File: src/rtl/pmw_pkg.sv
package pmw_pkg;

  localparam int PLANES = 4;
  localparam int BYTE_W = 8;
  localparam int PSEL_W = $clog2(PLANES);

  typedef enum logic [1:0] {
    WM_DIRECT = 2'd0,
    WM_LATCH  = 2'd1,
    WM_SPREAD = 2'd2,
    WM_SETRES = 2'd3
  } wmode_e;

  localparam logic [7:0] IDX_SETRES   = 8'h00;
  localparam logic [7:0] IDX_COLOR    = 8'h02;
  localparam logic [7:0] IDX_DONTCARE = 8'h07;
  localparam logic [7:0] IDX_MASK     = 8'h08;

  // Fresh byte for one plane before masking.
  function automatic logic [BYTE_W-1:0] fresh_byte(wmode_e m, logic [BYTE_W-1:0] hd,
                                                   logic sr_bit, logic nib_bit);
    case (m)
      WM_DIRECT: fresh_byte = hd;
      WM_SPREAD: fresh_byte = {BYTE_W{nib_bit}};
      WM_SETRES: fresh_byte = {BYTE_W{sr_bit}};
      default:   fresh_byte = '0;
    endcase
  endfunction

  // Mask actually applied: 1 = take fresh bit, 0 = take latch bit.
  function automatic logic [BYTE_W-1:0] eff_mask(wmode_e m, logic [BYTE_W-1:0] mask,
                                                 logic [BYTE_W-1:0] hd);
    case (m)
      WM_SETRES: eff_mask = mask & hd;
      WM_LATCH:  eff_mask = '0;
      default:   eff_mask = mask;
    endcase
  endfunction

  function automatic logic [BYTE_W-1:0] merge(logic [BYTE_W-1:0] fresh,
                                              logic [BYTE_W-1:0] lat,
                                              logic [BYTE_W-1:0] m);
    merge = (fresh & m) | (lat & ~m);
  endfunction

endpackage

File: src/rtl/pmw_regs.sv
module pmw_regs
  import pmw_pkg::*;
(
  input  logic              clk,
  input  logic              rst_n,
  input  logic              we,
  input  logic [7:0]        idx,
  input  logic [7:0]        wdata,
  output logic [7:0]        rdata,
  output logic [PLANES-1:0] setres,
  output logic [PLANES-1:0] color,
  output logic [PLANES-1:0] dcare,
  output logic [BYTE_W-1:0] mask
);

  always_ff @(posedge clk) begin
    if (!rst_n) begin
      setres <= '0;
      color  <= '0;
      dcare  <= '1;
      mask   <= '1;
    end else if (we) begin
      case (idx)
        IDX_SETRES:   setres <= wdata[PLANES-1:0];
        IDX_COLOR:    color  <= wdata[PLANES-1:0];
        IDX_DONTCARE: dcare  <= wdata[PLANES-1:0];
        IDX_MASK:     mask   <= wdata;
        default: ;
      endcase
    end
  end

  always_comb begin
    rdata = '0;
    case (idx)
      IDX_SETRES:   rdata[PLANES-1:0] = setres;
      IDX_COLOR:    rdata[PLANES-1:0] = color;
      IDX_DONTCARE: rdata[PLANES-1:0] = dcare;
      IDX_MASK:     rdata = mask;
      default: ;
    endcase
  end


  dc_reserved_zero_chk: assert property (@(posedge clk) disable iff (!rst_n)
    (idx == IDX_DONTCARE) |-> (rdata[7:4] == 4'h0));


  unused_idx_zero_chk: assert property (@(posedge clk) disable iff (!rst_n)
    (idx != IDX_SETRES && idx != IDX_COLOR && idx != IDX_DONTCARE && idx != IDX_MASK)
      |-> (rdata == 8'h00));

endmodule

File: src/rtl/pmw_write_path.sv
module pmw_write_path
  import pmw_pkg::*;
(
  input  wmode_e                         mode,
  input  logic [BYTE_W-1:0]              hd,
  input  logic [BYTE_W-1:0]              mask,
  input  logic [PLANES-1:0]              setres,
  input  logic [PLANES-1:0][BYTE_W-1:0]  latch,
  output logic [PLANES-1:0][BYTE_W-1:0]  wr_word,
  output logic [BYTE_W-1:0]              mask_used
);

  assign mask_used = eff_mask(mode, mask, hd);

  for (genvar p = 0; p < PLANES; p++) begin : g_plane
    logic [BYTE_W-1:0] fresh;
    assign fresh      = fresh_byte(mode, hd, setres[p], hd[p]);
    assign wr_word[p] = merge(fresh, latch[p], mask_used);
  end

endmodule

File: src/rtl/pmw_read_path.sv
module pmw_read_path
  import pmw_pkg::*;
(
  input  logic [PLANES-1:0][BYTE_W-1:0] word,
  input  logic [PLANES-1:0]             color,
  input  logic [PLANES-1:0]             dcare,
  input  logic [PSEL_W-1:0]             plane_sel,
  input  logic                          cmp,
  output logic [BYTE_W-1:0]             result,
  output logic [BYTE_W-1:0]             cmp_byte
);

  for (genvar i = 0; i < BYTE_W; i++) begin : g_bit
    logic [PLANES-1:0] column;
    for (genvar p = 0; p < PLANES; p++) begin : g_col
      assign column[p] = word[p][i];
    end
    // a plane disagrees only if it is included and differs from color
    assign cmp_byte[i] = ~|((column ^ color) & dcare);
  end

  assign result = cmp ? cmp_byte : word[plane_sel];

endmodule

File: src/rtl/planar_mask_unit.sv
module planar_mask_unit
  import pmw_pkg::*;
#(
  parameter int ADDR_W = 4
) (
  input  logic              clk,
  input  logic              rst_n,
  input  logic              req,
  input  logic              we,
  input  logic [ADDR_W-1:0] addr,
  input  logic [7:0]        wdata,
  input  logic [1:0]        wr_mode,
  input  logic [3:0]        plane_en,
  input  logic              rd_cmp,
  input  logic [1:0]        rd_plane,
  input  logic              reg_we,
  input  logic [7:0]        reg_idx,
  input  logic [7:0]        reg_wdata,
  output logic [7:0]        reg_rdata,
  output logic              ack,
  output logic [7:0]        rdata
);

  localparam int DEPTH = 1 << ADDR_W;

  logic [PLANES-1:0][BYTE_W-1:0] mem [DEPTH];
  logic [PLANES-1:0][BYTE_W-1:0] latch_q;
  logic [PLANES-1:0][BYTE_W-1:0] cur_word;
  logic [PLANES-1:0][BYTE_W-1:0] wr_word;
  logic [PLANES-1:0]             setres, color, dcare;
  logic [BYTE_W-1:0]             mask, mask_used, rd_result, cmp_byte;
  wmode_e                        mode;

  // named events for the assertions
  logic rd_evt, wr_evt;
  assign rd_evt   = req && !we;
  assign wr_evt   = req && we;
  assign mode     = wmode_e'(wr_mode);
  assign cur_word = mem[addr];

  pmw_regs u_regs (
    .clk    (clk),
    .rst_n  (rst_n),
    .we     (reg_we),
    .idx    (reg_idx),
    .wdata  (reg_wdata),
    .rdata  (reg_rdata),
    .setres (setres),
    .color  (color),
    .dcare  (dcare),
    .mask   (mask)
  );

  pmw_write_path u_wr (
    .mode      (mode),
    .hd        (wdata),
    .mask      (mask),
    .setres    (setres),
    .latch     (latch_q),
    .wr_word   (wr_word),
    .mask_used (mask_used)
  );

  pmw_read_path u_rd (
    .word      (cur_word),
    .color     (color),
    .dcare     (dcare),
    .plane_sel (rd_plane),
    .cmp       (rd_cmp),
    .result    (rd_result),
    .cmp_byte  (cmp_byte)
  );

  always_ff @(posedge clk) begin
    if (!rst_n) begin
      ack     <= 1'b0;
      rdata   <= '0;
      latch_q <= '0;
      for (int a = 0; a < DEPTH; a++) mem[a] <= '0;
    end else begin
      ack <= req;
      if (rd_evt) begin
        latch_q <= cur_word;
        rdata   <= rd_result;
      end
      if (wr_evt) begin
        for (int p = 0; p < PLANES; p++)
          if (plane_en[p]) mem[addr][p] <= wr_word[p];
      end
    end
  end


  ack_follows_req_chk: assert property (@(posedge clk) disable iff (!rst_n)
    req |=> ack);


  ack_only_after_req_chk: assert property (@(posedge clk) disable iff (!rst_n)
    !req |=> !ack);


  latch_hold_chk: assert property (@(posedge clk) disable iff (!rst_n)
    !rd_evt |=> $stable(latch_q));


  latch_load_chk: assert property (@(posedge clk) disable iff (!rst_n)
    rd_evt |=> (latch_q == $past(cur_word)));


  none_included_chk: assert property (@(posedge clk) disable iff (!rst_n)
    (rd_evt && rd_cmp && dcare == '0) |=> (rdata == 8'hFF));

  for (genvar p = 0; p < PLANES; p++) begin : g_chk

    masked_bits_protect_chk: assert property (@(posedge clk) disable iff (!rst_n)
      (wr_evt && mode != WM_LATCH) |-> (((wr_word[p] ^ latch_q[p]) & ~mask) == '0));

    latch_mode_copy_chk: assert property (@(posedge clk) disable iff (!rst_n)
      (wr_evt && mode == WM_LATCH) |-> (wr_word[p] == latch_q[p]));
  end

endmodule

File: config.mk
export PLATFORM = sky130hd
export DESIGN_NAME = planar_mask_unit
export DESIGN_NICKNAME = d
export VERILOG_FILES = /design/src/rtl/pmw_pkg.sv /design/src/rtl/pmw_regs.sv /design/src/rtl/pmw_write_path.sv /design/src/rtl/pmw_read_path.sv /design/src/rtl/planar_mask_unit.sv
export SDC_FILE = /design/constraint.sdc
export NUM_CORES = 1
export LEC_CHECK = 0
export BUFFER_PORTS_ARGS = -buffer_cell sky130_fd_sc_hd__buf_2
export CAP_MARGIN = 0
export CORE_UTILIZATION = 44
export DETAILED_ROUTE_END_ITERATION = 10
export GPL_TIMING_DRIVEN = 0
export PLACE_DENSITY = 0.6
export SLEW_MARGIN = 20
export SYNTH_ARGS = -nofsm -noshare
export SYNTH_HDL_FRONTEND = slang
export SYNTH_SLANG_ARGS = --single-unit
File: constraint.sdc
create_clock -name clk -period 2.8 [get_ports clk]
set_input_delay 0 -clock clk [delete_from_list [all_inputs] [get_ports clk]]
set_output_delay 0 -clock clk [all_outputs]
set_load 0.05 [all_outputs]
==> Word level (Yosys, flattened, before mapping) <==
Memories as Yosys holds them, arrays and structs flattened.
Index checks and enable logic that the tools add are counted.
{ "classes": {"eq_ne": 6, "reduce_logical": 26, "magnitude_cmp": 1, "muxes": 30, "n_bitwise": 30} }
{ "op_table": {"columns": ["op", "n"], "rows": [
  ["8-bit case mux with 3 select lines", 4],
  ["8-bit AND", 9],
  ["4-bit AND", 8],
  ["32-bit two-way mux", 1],
  ["8-bit OR", 4],
  ["32-bit OR reduction", 1],
  ["4-bit OR reduction", 8],
  ["4-bit bitwise XOR", 8],
  ["1-bit two-way mux", 17],
  ["8-bit binary-select mux with 2-bit select", 1],
  ["8-bit two-way mux", 2],
  ["4-bit case mux with 4 select lines", 1],
  ["8-bit case mux with 2 select lines", 1],
  ["4-bit two-way mux", 3],
  ["1-bit logical NOT", 9],
  ["8-bit by 2-bit == test with 1-bit output, second input constant", 1],
  ["8-bit by 3-bit == test with 1-bit output, second input constant", 1],
  ["8-bit by 4-bit == test with 1-bit output, second input constant", 1],
  ["8-bit logical NOT", 1],
  ["8-bit NOT", 1],
  ["2-bit AND reduction", 4],
  ["2-bit == test, second input constant", 2],
  ["2-bit by 3-bit < comparator with 1-bit output, second input constant", 1],
  ["2-bit by 1-bit == test with 1-bit output, second input constant", 1],
  ["2 further kinds", 3]
]} }
{ "word_totals": {"memories": 1, "register_bits": 61, "wordCells": 104, "mem_bits_rw": 512, "out_inout_bits": 17, "input_bits": 42} }
{ "memory_table": {"columns": ["memory", "words", "word_bits", "read_ports", "rd_clocked_by_memory_dff", "wr", "line", "rtl"], "rows": [
  ["mem", 16, 32, 1, 0, 16, "planar_mask_unit.sv:26", "logic [PLANES-1:0][BYTE_W-1:0] mem [DEPTH];"]
]} }

==> Longest topological paths before layout <==
{ "depth": {"ltp_word": 6, "mapped_depth": 11, "mapped_depth_nobuf": 7} }

==> By module <==
Synthesis repeated with hierarchy kept, for this count alone.
{ "unflattened": {"hier_cells": 1962, "area_unflattened_um2": 28280.9} }
{ "by_module_without_submodules": {"columns": ["mod", "cells_per_inst", "area_per_inst_um2", "seq_area_each_um2", "instances"], "rows": [
  ["planar_mask_unit", 1652, 25649.6, 16195.5, 1],
  ["pmw_regs", 116, 1039.7, 400.4, 1],
  ["pmw_read_path", 92, 812.0, 0.0, 1],
  ["pmw_write_path", 102, 779.5, 0.0, 1]
]} }

==> Least setup slack after synthesis <==
No wires, ideal clock.
{ "synth_path": {"kind": "input to register", "start": "input port addr[0]", "end": "memory mem[3][0] (netlist bit), enable pin", "setup_ns": 0.329, "arrival_time_ns": 1.953, "path_buffers": 5, "required_ns": 2.471, "path_slack_ns": 0.518, "cell_stages": 9, "cell_sequence": "buf_6 > buf_12 > buf_2 > buf_2 > buf_2 > nand2_1 > nor3_1 > nand2_1 > nand2_1"} }
{ "synth_rtl": {"columns": ["item", "line", "rtl"], "rows": [
  ["from (decl)", "planar_mask_unit.sv:10", "input logic [ADDR_W-1:0] addr,"],
  ["to (decl)", "planar_mask_unit.sv:26", null]
]} }

==> flow_metrics.py <==
metrics = {
    "final_layout": {
        "most-common-layout-cells": "nor2_1, edfxtp_1, nand2_1",
        "final_nets": 2214,
        "design_area_um2": 29510,
        "fraction_of_final_layout_cells_sized_beyond_drive_strength_1_pct": 16.90,
        "diodes": 0,
        "layout.filler_cells": 5055,
        "layout_commonest_cell": "nor2_1",
        "area_delta_synth_final_pct": 13.60,
    },
    "global_routing": {
        "antenna_found_initial": 0,
        "gr-usage-all-layers_pct": 31.38,
        "first_pass_grt_wire_length_um": 131300,
        "gr-total-overflow": 0,
        "grt_pass1_vias": 17990,
        "grt_max_degree": 20,
    },
    "place": {
        "detail_placement_hpwl_um": 65660,
        "dpl-instance-area_um2": 27240,
        "dp_worst_setup_slack_ns": -1.881,
        "port-buffer-count": 52,
        "gp_congestion": 0.9721,
    },
    "route": {
        "drt-total-wl_um": 93470,
        "post_detailed_route_via_to_cell_ratio": 6.277,
        "dr.first_iter.drc_count": 2652,
        "antenna_violating_nets_post_route": 0,
        "route.detailed.drc": 0,
        "wl_per_cell_um": 31.32,
        "1st_pass_router_iterations": 6,
        "detailroute.via_count": 18730,
    },
    "yosys": {
        "synth_seq_cells": 573,
        "synth_cell_area_um2": 25980,
        "yosys.area.top_type": "edfxtp_1",
        "ys.warnings.count": 0,
        "netlist_instances": 2034,
        "post_synth_edffs": 512,
        "synth_area_per_cell_um2": 12.77,
        "ys_types": 59,
        "async_reset_ff_share_pct": 0,
        "ys.flop_type": "edfxtp_1",
        "sequential_area_share_after_synthesis_pct": 63.89,
        "ys_top_cells_by_area": "edfxtp_1, mux4_2, nor2_1",
        "netlist.area_leader.share_pct": 59.19,
        "postSynthNetCount": 2076,
    },
    "setup_path": {
        "endpoint_kind": "flop",
        "critical_path.startpoint_type": "input pin",
        "r2r_cells": 5,
        "critical_path.most_common_cell": "buf_2",
        "crit_family": "buffers and inverters",
        "cp.required_ns": 3.10,
        "path_depth": 9,
        "r2r-end": "mem[6][27]",
        "worst_path_arrival_ns": 3.09,
        "crit_slowest_cell": "nor2_4",
        "r2r-start": "u_regs.mask[3]",
        "cp.buffers_inverters": 5,
        "critical_path_class": "input pin to flop",
        "timing.critical_path.fanout_max": 10,
        "slowest_delay_ns": 0.41,
        "path_cells": "buf_2, buf_2, clkbuf_4, buf_2, buf_4, nand2_1, nor2_4, nand2_1, nand2_2",
        "ff2ff_setup_slack_ns": 0.03,
    },
    "die": {
        "die_width_um": 245.0,
        "initial_core_util_pct": 44.77,
        "num_rows": 88,
        "coreArea_um2": 58030,
        "pin_count": 59,
        "floorplan.die.height_um": 245.0,
        "design.die.area_um2": 60020,
    },
    "clocking": {
        "cts.path.max_buffers": 3,
        "cts.reportedPaths.clkPinSlew_ns": 0.06,
        "cts_sinks": 573,
        "clock_insertion_delay_worst_skew_ns": 0.64,
        "tritoncts.num_buffers": 59,
        "cts_tree": "yes",
        "cts.root.buffer_cell": "clkbuf_16",
        "ctsHtreeMaxLevel": 2,
    },
    "outcome": {
        "status": "complete, no violations",
    },
    "hold_path": {
        "timing.hold.worst_path_depth": 3,
        "holdPathEnd": "mem[1][18]",
        "hold_path_class": "input pin to flop",
        "timing.hold.worst.start": "wdata[2]",
    },
    "timing": {
        "final-hold-violation-count": 0,
        "grt_setup_unrepaired": "yes",
        "worstMarginPinSlew_ns": 1.352,
        "slew_violations": 0,
        "final-setup-viol-count": 0,
        "worst_hold_slack_ns": 0.008739,
        "max_clock_freq_ghz": 0.3585,
        "timing.final.crit_period_ns": 2.789,
        "setup_slack_ns": 0.01094,
        "clock_skew_ns": 0.03201,
        "post-route-period-util_pct": 99.61,
        "timing.slew.headroom_pct": 9.854,
    },
    "pwr": {
        "vdd_ir_drop_max_v": 0.0004545,
        "pwr_density_cell_nw_per_um2": 657.5,
        "power.leakage_uw": 0.01063,
    },
    "run": {
        "max_cap_violations": 0,
    },
}
-- worst register-to-register path, stage by stage (launching register included) --
cell and delay [ns]:
dfxtp_1 0.44, a21boi_0 0.54, inv_1 0.09, a32oi_1 0.88, clkbuf_1 0.46, nor2_1 0.09
-- power by group --
group | total (uW) | switching [uW] | internal, uW | leakage (uW)
registers | 9690 | 101 | 9590 | 0.00576
logic | 2090 | 1490 | 601 | 0.00400
clock network | 7630 | 3400 | 4220 | 0.000874
total | 19400 | 4990 | 14400 | 0.0106
-- final cells by class --
type,count,area [um2],share of cell area [%]
repair buffers,81,535.5,1.815
clock buffers,73,1572,5.325
well taps,765,957.2,3.244
plain buffers,124,613.1,2.078
flip-flops and latches,573,16600,56.24
clock inverters,35,240.2,0.8141
multi-input cells,1324,8962,30.37
inverters,9,33.78,0.1145
-- routing by layer --
metal	part of all wire, %	wire length [um]	vias up	track usage (%)
li1	-	-	7723	-
met1	39	36580	9496	43.35
met2	45	41680	1289	47.18
met3	11	10480	223	6.855
met4	5.1	4721	0	15.07
met5	0	0	-	0
-- cells by family after synthesis --
kind of cell           after synthesis  share of synthesized area, %
buffers and inverters              137                         2.437
XOR/XNOR                             6                        0.2023
AND/OR/NAND/NOR                    919                         14.11
AO/OA/AOI/OAI                      186                         5.144
multiplexers                       213                         14.22
flip-flops                         573                         63.89
-- per-stage QoR --
step                setup TNS [ns]  util [%]  instances  total power (uW)
floorplan                        0         -       2034             10970
global placement          -1181.24     46.87       2851             11810
detailed placement        -1070.07     46.95       2853             11850
CTS                              0     50.71       2983             19350
global route               -0.3118     50.86       2984             19800
finish                           0     50.86       2984             19400
-- sequential cells by signal, indices dropped and copies added, names as in the netlist --
name and count:
ack 1, rdata 8, u_regs.mask 8, u_regs.dcare 4
u_regs.setres 4, mem 512, u_regs.color 4, latch_q 32
-- cell usage after synthesis, drive strengths merged, types with 2 or more instances --
cell    count
inv         9
a31oi       2
nand2b      9
mux2i      76
dfxtp      61
a32oi       4
mux2       17
a21boi     32
mux4      120
a211oi      3
edfxtp    512
a21oi       7
nor2      534
a221o       6
or2         2
a22o        3
nor3       14
nand2     274
nand3      40
a221oi     15
o211a       8
o211ai      5
buf        47
nor2b      11
and2       24
o22ai      31
and3        3
a31o        2
xor2        3
nor4        4
clkbuf     81
xnor2       3
a22oi      24
o21ai      36
-- timing repair --
| action | in CTS | in global routing |
|---|---|---|
| resized for setup | 51 | 22 |
| buffers inserted | 2 | 2 |
| setup endpoints to repair | 844 | 444 |
| pin swaps | 1 | 0 |
| hold buffers | 23 | 0 |
| cloned | 0 | 0 |
| endpoints found under the hold margin | 30 | 0 |
-- how the worst max path moves through the flow --
stage / startpoint / endpoint / slack [ns]
4_1_cts: addr[1] / mem[3][28] / 0.002
2_1_floorplan: addr[0] / mem[3][0] / 0.52
5_1_grt: addr[3] / mem[10][28] / -0.03
3_3_place_gp: addr[1] / mem[3][12] / -2.14
6_report: addr[3] / mem[10][8] / 0.01
3_5_place_dp: addr[3] / mem[8][19] / -1.88
No activity file was read; power rests on OpenSTA's default activity.
